`src/rtl/fpga_par_loader.sv`:
```
module fpga_par_loader #(
  parameter int DW       = 8,
  parameter int LEN_W    = 16,
  parameter int CLK_HZ   = 50_000_000,
  parameter int DIVIDER  = 4,
  parameter int PROG_CYC = 16
) (
  input  logic             clk,
  input  logic             rst_n,
  input  logic             cmd_start,
  input  logic             cmd_read,
  input  logic             cmd_abort,
  input  logic             busy_chk_en,
  input  logic [LEN_W-1:0] rd_len,
  input  logic             s_valid,
  input  logic [DW-1:0]    s_data,
  input  logic             s_last,
  output logic             s_ready,
  output logic             m_valid,
  output logic [DW-1:0]    m_data,
  output logic             prog_o,
  output logic             cs_o,
  output logic             wr_o,
  output logic             cclk_o,
  output logic [DW-1:0]    d_o,
  output logic             d_oe_o,
  input  logic [DW-1:0]    d_i,
  input  logic             init_i,
  input  logic             busy_i,
  input  logic             done_i,
  output logic             abort_o,
  output logic [2:0]       status_o
);
  localparam int TIMEOUT = (CLK_HZ / 100 < 2) ? 2 : CLK_HZ / 100;
  localparam int HALF    = (DIVIDER < 2) ? 1 : DIVIDER / 2;
  localparam int TW      = $clog2(TIMEOUT + 1);
  localparam int PW      = $clog2(PROG_CYC + 1);
  localparam int HW      = $clog2(HALF + 1);
  localparam int CW      = (PW > HW) ? PW : HW;

  localparam logic [2:0] ST_IDLE  = 3'd0;
  localparam logic [2:0] ST_BUSY  = 3'd1;
  localparam logic [2:0] ST_OK    = 3'd2;
  localparam logic [2:0] ST_TINIT = 3'd3;
  localparam logic [2:0] ST_TBUSY = 3'd4;
  localparam logic [2:0] ST_TDONE = 3'd5;
  localparam logic [2:0] ST_ABORT = 3'd6;

  typedef enum logic [4:0] {
    S_IDLE, S_PROG, S_WAIT, S_FETCH, S_LO, S_HI, S_CSOFF, S_WROFF,
    S_DCHK, S_DLO, S_DHI, S_RSET, S_RLO, S_RHI, S_RCSOFF, S_TLO, S_THI
  } state_t;

  state_t           state;
  logic [CW-1:0]    cnt;
  logic [TW-1:0]    tmo;
  logic [LEN_W-1:0] rcnt, len_q;
  logic [DW-1:0]    d_q;
  logic             last_q;

  logic          half_end, tmo_end;
  logic [TW-1:0] tmo_inc;

  assign half_end = (cnt == CW'(HALF - 1));
  assign tmo_end  = (tmo == TW'(TIMEOUT - 1));
  assign tmo_inc  = tmo_end ? tmo : tmo + TW'(1);

  assign prog_o  = (state == S_PROG);
  assign cs_o    = state inside {S_FETCH, S_LO, S_HI, S_RSET, S_RLO, S_RHI};
  assign wr_o    = state inside {S_FETCH, S_LO, S_HI, S_CSOFF};
  assign cclk_o  = !(state inside {S_LO, S_DLO, S_RLO, S_TLO});
  assign d_oe_o  = wr_o;
  assign d_o     = d_q;
  assign s_ready = (state == S_FETCH);

  always_ff @(posedge clk or negedge rst_n) begin
    if (!rst_n) begin
      state    <= S_IDLE;
      cnt      <= '0;
      tmo      <= '0;
      rcnt     <= '0;
      len_q    <= '0;
      d_q      <= '0;
      last_q   <= 1'b0;
      m_valid  <= 1'b0;
      m_data   <= '0;
      abort_o  <= 1'b0;
      status_o <= ST_IDLE;
    end else begin
      abort_o <= 1'b0;
      m_valid <= 1'b0;
      if (cmd_abort && state != S_IDLE) begin
        state    <= S_IDLE;
        status_o <= ST_ABORT;
        abort_o  <= 1'b1;
      end else begin
        case (state)
          S_IDLE: if (cmd_start) begin
            status_o <= ST_BUSY;
            cnt      <= '0;
            rcnt     <= '0;
            len_q    <= rd_len;
            state    <= cmd_read ? S_RSET : S_PROG;
          end
          S_PROG: if (cnt == CW'(PROG_CYC - 1)) begin
            tmo   <= '0;
            state <= S_WAIT;
          end else cnt <= cnt + CW'(1);
          S_WAIT: if (!init_i && !busy_i) state <= S_FETCH;
          else if (tmo_end) begin
            state    <= S_IDLE;
            status_o <= ST_TINIT;
            abort_o  <= 1'b1;
          end else tmo <= tmo_inc;
          S_FETCH: if (s_valid) begin
            d_q    <= s_data;
            last_q <= s_last;
            cnt    <= '0;
            tmo    <= '0;
            state  <= S_LO;
          end
          S_LO, S_DLO: begin
            tmo <= tmo_inc;
            if (half_end) begin
              cnt   <= '0;
              state <= (state == S_LO) ? S_HI : S_DHI;
            end else cnt <= cnt + CW'(1);
          end
          S_HI: begin
            tmo <= tmo_inc;
            if (half_end) begin
              cnt <= '0;
              if (busy_chk_en && busy_i) begin
                if (tmo_end) begin
                  state    <= S_IDLE;
                  status_o <= ST_TBUSY;
                  abort_o  <= 1'b1;
                end else state <= S_LO;
              end else state <= last_q ? S_CSOFF : S_FETCH;
            end else cnt <= cnt + CW'(1);
          end
          S_CSOFF: state <= S_WROFF;
          S_WROFF: begin
            tmo   <= '0;
            state <= S_DCHK;
          end
          S_DCHK: if (done_i) begin
            state    <= S_IDLE;
            status_o <= ST_OK;
          end else if (tmo_end) begin
            state    <= S_IDLE;
            status_o <= ST_TDONE;
            abort_o  <= 1'b1;
          end else begin
            tmo   <= tmo_inc;
            cnt   <= '0;
            state <= S_DLO;
          end
          S_DHI: begin
            tmo <= tmo_inc;
            if (half_end) begin
              cnt   <= '0;
              state <= S_DCHK;
            end else cnt <= cnt + CW'(1);
          end
          S_RSET: begin
            cnt   <= '0;
            state <= (len_q == '0) ? S_RCSOFF : S_RLO;
          end
          S_RLO, S_TLO: if (half_end) begin
            cnt   <= '0;
            state <= (state == S_RLO) ? S_RHI : S_THI;
          end else cnt <= cnt + CW'(1);
          S_RHI: if (half_end) begin
            cnt     <= '0;
            m_data  <= d_i;
            m_valid <= 1'b1;
            rcnt    <= rcnt + LEN_W'(1);
            state   <= (rcnt + LEN_W'(1) == len_q) ? S_RCSOFF : S_RLO;
          end else cnt <= cnt + CW'(1);
          S_RCSOFF: begin
            cnt   <= '0;
            state <= S_TLO;
          end
          S_THI: if (half_end) begin
            state    <= S_IDLE;
            status_o <= ST_OK;
          end else cnt <= cnt + CW'(1);
          default: state <= S_IDLE;
        endcase
      end
    end
  end
endmodule

```
`config.mk`:
```
export PLATFORM = sky130hd
export DESIGN_NAME = fpga_par_loader
export DESIGN_NICKNAME = d
export VERILOG_FILES = /design/src/rtl/fpga_par_loader.sv
export SDC_FILE = /design/constraint.sdc
export NUM_CORES = 1
export LEC_CHECK = 0
export BUFFER_PORTS_ARGS = -buffer_cell sky130_fd_sc_hd__buf_2
export CAP_MARGIN = 5
export CORE_ASPECT_RATIO = 0.5
export CORE_MARGIN = 10
export CORE_UTILIZATION = 45
export CTS_CLUSTER_SIZE = 40
export DETAILED_ROUTE_END_ITERATION = 8
export GPL_TIMING_DRIVEN = 0
export HOLD_SLACK_MARGIN = 0.15
export PLACE_DENSITY = 0.7
export SETUP_SLACK_MARGIN = 0.3
export SLEW_MARGIN = 20
export SYNTH_ARGS = -nofsm -noshare
export SYNTH_HDL_FRONTEND = slang
export SYNTH_SLANG_ARGS = --single-unit
```
`constraint.sdc`:
```
create_clock -name clk -period 3.15 [get_ports clk]
set_input_delay 0.945 -clock clk [delete_from_list [all_inputs] [get_ports clk]]
set_output_delay 0.945 -clock clk [all_outputs]
set_load 0.02 [all_outputs]
```
==> impl_metrics.py, run 1 <==
metrics = {
    "power": {
        "power_density_nw_per_um2": 797,
        "leakage_uw": 0.00268,
        "peakVddDrop_v": 0.000355,
    },
    "clock_network": {
        "cts_tree": "done",
        "clkSlewWorstSetupHoldPaths_ns": 0.07,
        "cts_sinks": 83,
        "cts-root-buf": "clkbuf_16",
        "postCtsSetupRepairBufs": 0,
        "cts_max_level": 3,
        "hold_buffers": 0,
        "cts_made_buffers": 9,
        "insertion_delay_ns": 0.35,
        "ctsLongestPathBuffers": 2,
    },
    "worst_setup_path": {
        "end_kind": "output pin",
        "crit_family": "buffers and inverters",
        "critPathKind": "reg2out",
        "crit_cells": 6,
        "crit_buf_inv": 4,
        "r2r_setup_slack_ns": 0.57,
        "worstReg2RegEnd": "state[1]",
        "critical_path.startpoint": "state[2]",
        "worst_path_max_delay_cell": "dfrtp_1",
        "worstPathCellList": "buf_6 > clkbuf_2 > nand2_1 > a21oi_2 > buf_4 > buf_2",
        "worstPathRequired_ns": 2.20,
        "cp-start-kind": "flop",
        "reg2reg_depth": 9,
        "crit_path_max_fanout": 10,
        "reg2reg_from": "rcnt[0]",
        "max_stage_delay_ns": 0.46,
        "cp.arrival_ns": 1.83,
        "critPathCapture": "wr_o",
    },
    "sta": {
        "rsz0062_at_grt": "no",
        "slew-limit-headroom_pct": 42.9,
        "hold_viol": 0,
        "tightest_slew_ns": 0.846,
        "fin_crit_sh_pct": 88.1,
        "period_minus_slack_ns": 2.78,
        "fmax_mhz": 360,
        "setup_violations": 0,
        "maxSlewViolCount": 0,
        "skew_ns": 0.0101,
        "fin_tns_setup_ns": 0,
    },
    "synthesis": {
        "ys_ff_latch": 83,
        "synth_flop_cell": "dfrtp_1",
        "synth_cell_types": 71,
        "ys_seq_area_share_pct": 41.4,
        "synthCells": 557,
        "synth_nets": 605,
        "synth_edf_count": 0,
        "yosysWarningCount": 0,
        "async_flop_share_pct": 100,
        "synth_area_um2": 5010,
        "avgSynthCellArea_um2": 9.00,
    },
    "cells_and_area": {
        "final_area_um2": 5920,
        "antennaDiodeCount": 0,
        "fin_nets": 686,
        "syn2layout_area_growth_pct": 18.1,
        "final_util_pct": 54.1,
        "final_cells": 788,
        "drive_above_1_share_pct": 23.6,
        "mostFrequentLayoutCell": "dfrtp_1",
        "final_cell_mix": "82 x dfrtp_1, 74 x buf_2, 74 x nand2_1, 49 x nor2_1, 41 x o21ai_0",
    },
    "die": {
        "die_w_um": 169,
        "core_um2": 10900,
        "boundaryPins": 70,
        "die_h_um": 94.6,
        "rows": 27,
        "initial_core_util_pct": 45.8,
        "die-area_um2": 16000,
    },
    "grt": {
        "antenna_found_initial": 0,
        "grt_pass1_vias": 4447,
        "overflow": 0,
        "grt_max_degree": 55,
        "grt_pass1_wl_um": 22100,
        "grt_usage_pct": 16.7,
    },
    "detailed_routing": {
        "final_antenna_net_count": 0,
        "dr.pass1.iters": 5,
        "drc": 0,
        "wl_um": 13400,
        "routedWlPerCell_um": 17.0,
        "vias": 4519,
        "vias_per_cell": 5.73,
        "drtIter0Drc": 448,
    },
    "worst_hold_path": {
        "hp-class": "reg2reg",
    },
    "placed_design": {
        "place_area_um2": 5570,
        "dp_hpwl_um": 9820,
        "io_buffers": 69,
        "dp.cells": 772,
        "gp_congestion": 0.901,
    },
    "outcome": {
        "status": "complete, no violations",
    },
    "run": {
        "cap_violations": 0,
    },
}
[Yosys cell counts (6+ instances only)]
library cell	number	area, um2
dfrtp_1	83	2080
buf_2	9	45.0
nand2_1	74	278
and4_1	7	61.3
nor2b_1	11	68.8
inv_1	12	45.0
nand4_1	9	56.3
xor2_1	14	123
a21oi_1	23	115
o31ai_1	14	105
o21ai_0	41	205
nand3_1	24	120
and3_1	12	75.1
mux2_2	25	282
xnor2_1	21	184
nor4_1	7	43.8
nor2_1	49	184
and2_1	6	37.5
clkbuf_1	13	48.8
nor3_1	9	45.0
[stage by stage]
stage	hold slack (ns)	worst slack, ns	total power, uW
after detailed placement	0.458	0.213	3570
after floorplan	0.463	0.420	2970
final	0.468	0.374	4720
after global routing	0.492	0.264	5010
after global placement	0.454	0.206	3520
after CTS	0.475	0.312	4700
[cell families (layout without fill, tap and decap cells)]
| family | Yosys count | after routing | share of synthesized area, % |
|---|---|---|---|
| and+or+nand+nor | 244 | 244 | 25.7 |
| AOI/OAI and AO/OA | 124 | 124 | 16.2 |
| DFF | 83 | 83 | 41.4 |
| buffers and inverters | 41 | 127 | 3.64 |
| xor gates and xnor gates | 35 | 35 | 6.12 |
| muxes | 25 | 25 | 5.62 |
| adders and majority gates | 5 | 5 | 1.25 |
[routing by layer]
metal | wire length, um | part of all wire [%] | vias to the layer above | global-route usage, %
met3 | 603 | 4.5 | 23 | 4.02
met2 | 6370 | 48 | 138 | 27.3
met5 | 0 | 0 | - | 0
met1 | 6120 | 46 | 2183 | 21.5
li1 | - | - | 2175 | -
met4 | 269 | 2.0 | 0 | 6.07
[power breakdown]
part	internal, uW	leakage [uW]	switching [uW]	total [uW]
clock network	643	0.000146	455	1100
logic	840	0.00144	1250	2090
registers	1320	0.00110	219	1540
[state kept, by name, summed over array words and instances, names as in the netlist]
| name | flops |
|---|---|
| tmo | 19 |
| abort_o | 1 |
| status_o | 3 |
| rcnt | 16 |
| m_valid | 1 |
| d_o | 8 |
| last_q | 1 |
| state | 5 |
| cnt | 5 |
| m_data | 8 |
| len_q | 16 |
[worst min path at each step]
stage	start	to	depth (start not counted)	slack, ns
2_1_floorplan	tmo[1]	tmo[1]	2	0.46
3_3_place_gp	m_data[6]	m_data[6]	2	0.45
3_5_place_dp	m_data[3]	m_data[3]	2	0.46
4_1_cts	m_data[3]	m_data[3]	2	0.47
5_1_grt	m_data[4]	m_data[4]	2	0.49
6_report	m_data[3]	m_data[3]	2	0.47
[tightest hold or removal path, stage by stage (launching register included)]
cell and delay, ns:
dfrtp_1 0.34, nand2_1 0.05, nand2_1 0.05
[final cells by class]
| class | instances | area, um2 |
|---|---|---|
| inverters | 12 | 45.0 |
| flip-flops and latches | 83 | 2080 |
| multi-input cells | 433 | 2760 |
| repair buffers | 70 | 375 |
| fillers | 1046 | 5020 |
| well taps | 145 | 181 |
| clock buffers | 10 | 239 |
| plain buffers | 29 | 169 |
| clock inverters | 6 | 71.3 |
[timing repair]
item                       CTS  global route
setup endpoints to repair    5             6
pin swaps                    0             1
gates resized for setup     12            12
Note: power is estimated with default switching activity, not from simulation.
==> run 2: changes to the inputs <==
- GPL_TIMING_DRIVEN: 0 -> not set
==> run 2 against run 1 <==
Effect of this change:
- global-route usage is 1.1 points lower
- worst setup slack better by 0.0029 ns
- cell count is 2.4% lower
- worst hold slack worse by 0.0017 ns
- design area is 2.3% lower
- flip-flop and latch count stayed put
- clock skew is 0.0014 ns lower
- critical path depth is 2 lower
- largest power group unchanged
==> impl_metrics.py, run 2 (synthesized netlist as in run 1, its figures left out) <==
metrics = {
    "clock_network": {
        "insertion_delay_ns": 0.34,
        "cts_max_level": 3,
        "ctsLongestPathBuffers": 2,
        "cts_sinks": 83,
        "cts_tree": "done",
        "clkSlewWorstSetupHoldPaths_ns": 0.06,
        "cts_made_buffers": 9,
        "hold_buffers": 0,
        "cts-root-buf": "clkbuf_16",
    },
    "worst_hold_path": {
        "hp-class": "reg2reg",
    },
    "sta": {
        "slew-limit-headroom_pct": 48.8,
        "maxSlewViolCount": 0,
        "tightest_slew_ns": 0.758,
        "fmax_mhz": 361,
        "finalWorstSetupSlack_ns": 0.377,
        "skew_ns": 0.00876,
        "hold_viol": 0,
        "setup_violations": 0,
        "fin_tns_setup_ns": 0,
        "rsz0062_at_grt": "no",
        "fin_crit_sh_pct": 88.0,
        "period_minus_slack_ns": 2.77,
    },
    "cells_and_area": {
        "mostFrequentLayoutCell": "dfrtp_1",
        "final_cell_mix": "80 x dfrtp_1, 74 x nand2_1, 68 x buf_2, 49 x nor2_1, 41 x o21ai_0",
        "syn2layout_area_growth_pct": 15.4,
        "largest_registers": "tmo: 19 flops, len_q: 16 flops, rcnt: 16 flops",
        "fin_nets": 667,
        "regMostFlops": "tmo",
        "antennaDiodeCount": 0,
        "largest_register_ffs": 19,
        "drive_above_1_share_pct": 22.6,
        "final_area_um2": 5780,
        "final_cells": 769,
    },
    "worst_setup_path": {
        "worstPathCellList": "inv_1 > o21ai_0 > a21o_1 > buf_2",
        "end_kind": "output pin",
        "cp.arrival_ns": 1.83,
        "worst_path_max_delay_cell": "dfrtp_1",
        "crit_path_max_fanout": 21,
        "worstPathRequired_ns": 2.20,
        "critPathKind": "reg2out",
        "max_stage_delay_ns": 0.74,
        "cp-start-kind": "flop",
    },
    "placed_design": {
        "gp_congestion": 0.900,
        "io_buffers": 69,
        "place_area_um2": 5500,
        "place_ws_ns": 0.522,
        "dp_hpwl_um": 8970,
        "dp.cells": 753,
    },
    "power": {
        "p_total_uw": 4500,
        "p_int_uw": 2650,
        "leakage_uw": 0.00260,
        "peakVddDrop_v": 0.000391,
        "p_comb_share_pct": 41.6,
        "clkPwrFrac_pct": 22.1,
        "switching_power_uw": 1860,
        "power_density_nw_per_um2": 779,
        "p_sw_share_pct": 41.2,
        "seqPwrFrac_pct": 36.3,
    },
    "grt": {
        "overflow": 0,
        "grt_pass1_vias": 4166,
        "antenna_found_initial": 0,
        "grt_max_degree": 38,
        "grt_usage_pct": 15.7,
        "grt_pass1_wl_um": 20800,
    },
    "die": {
        "boundaryPins": 70,
        "die_h_um": 94.6,
        "die-area_um2": 16000,
        "initial_core_util_pct": 45.8,
        "rows": 27,
        "core_um2": 10900,
        "die_w_um": 169,
    },
    "detailed_routing": {
        "vias": 4430,
        "wl_um": 12700,
        "routedWlPerCell_um": 16.5,
        "drc": 0,
        "dr.pass1.iters": 8,
        "final_antenna_net_count": 0,
        "drtIter0Drc": 483,
        "vias_per_cell": 5.76,
    },
    "outcome": {
        "status": "complete, no violations",
    },
    "run": {
        "cap_violations": 0,
    },
}
run 2: changes by cell type in the layout (fill, tap and decap cells not counted), moves of 2 or more:
cell | before | now
buf_2 | 74 | 68
clkbuf_1 | 6 | 0
dfrtp_1 | 82 | 80
buf_4 | 6 | 11
buf_6 | 3 | 0
buf_1 | 2 | 0
clkbuf_2 | 6 | 0
clkinv_2 | 0 | 2
run 2: timing repair:
action / CTS / global route
gates resized for setup: 2 / 2
setup endpoints to repair: 5 / 3
buffers inserted: 0 / 0
run 2: path summary, 6_finish.rpt:
kind,cells past startpoint,endpoint,slack [ns],startpoint
max,4,cclk_o,0.38,state[1]
min,2,m_data[3],0.47,m_data[3]
max reg2reg,6,status_o[1],0.56,tmo[12]
min reg2reg,2,m_data[3],0.47,m_data[3]
max in group asynchronous,2,d_o[1],1.94,rst_n
min in group asynchronous,1,len_q[5],0.57,rst_n
run 2: worst max-delay path, delay by kind of cell, from the launching register on:
family | cells | cell delay, ns
DFF | 1 | 0.74
buffers and inverters | 2 | 0.43
AOI/OAI and AO/OA | 2 | 0.30
run 2: area by class of cell:
| type | count | area, um2 |
|---|---|---|
| Fill cell | 1034 | 5160 |
| Sequential cell | 83 | 2080 |
| Inverter | 12 | 45.0 |
| Timing Repair Buffer | 80 | 443 |
| Multi-Input combinational cell | 433 | 2750 |
| Tap cell | 145 | 181 |
| Clock buffer | 9 | 225 |
| Clock inverter | 7 | 52.6 |
run 2: power by group through the flow:
| stage | clock network (uW) | logic (uW) | registers [uW] |
|---|---|---|---|
| 2_1_floorplan | 0 | 1370 | 1600 |
| 3_3_place_gp | 0 | 1840 | 1630 |
| 3_5_place_dp | 0 | 1860 | 1640 |
| 4_1_cts | 1020 | 1870 | 1620 |
| 5_1_grt | 1070 | 2070 | 1670 |
| 6_report | 996 | 1870 | 1630 |
run 2: layer usage:
layer | vias up | share of wire (%) | track usage [%] | wire [um]
li1 | 2135 | - | - | -
met1 | 2129 | 46 | 20.5 | 5780
met2 | 141 | 47 | 25.5 | 6000
met3 | 25 | 5.4 | 3.48 | 689
met4 | 0 | 1.7 | 5.07 | 222
met5 | - | 0 | 0 | 0
run 2: through the flow:
step	hold WS (ns)	util (%)
finish	0.466	52.8
global route	0.493	52.8
CTS	0.473	52.8
detailed placement	0.457	50.2
global placement	0.454	50.2
floorplan	0.463	-
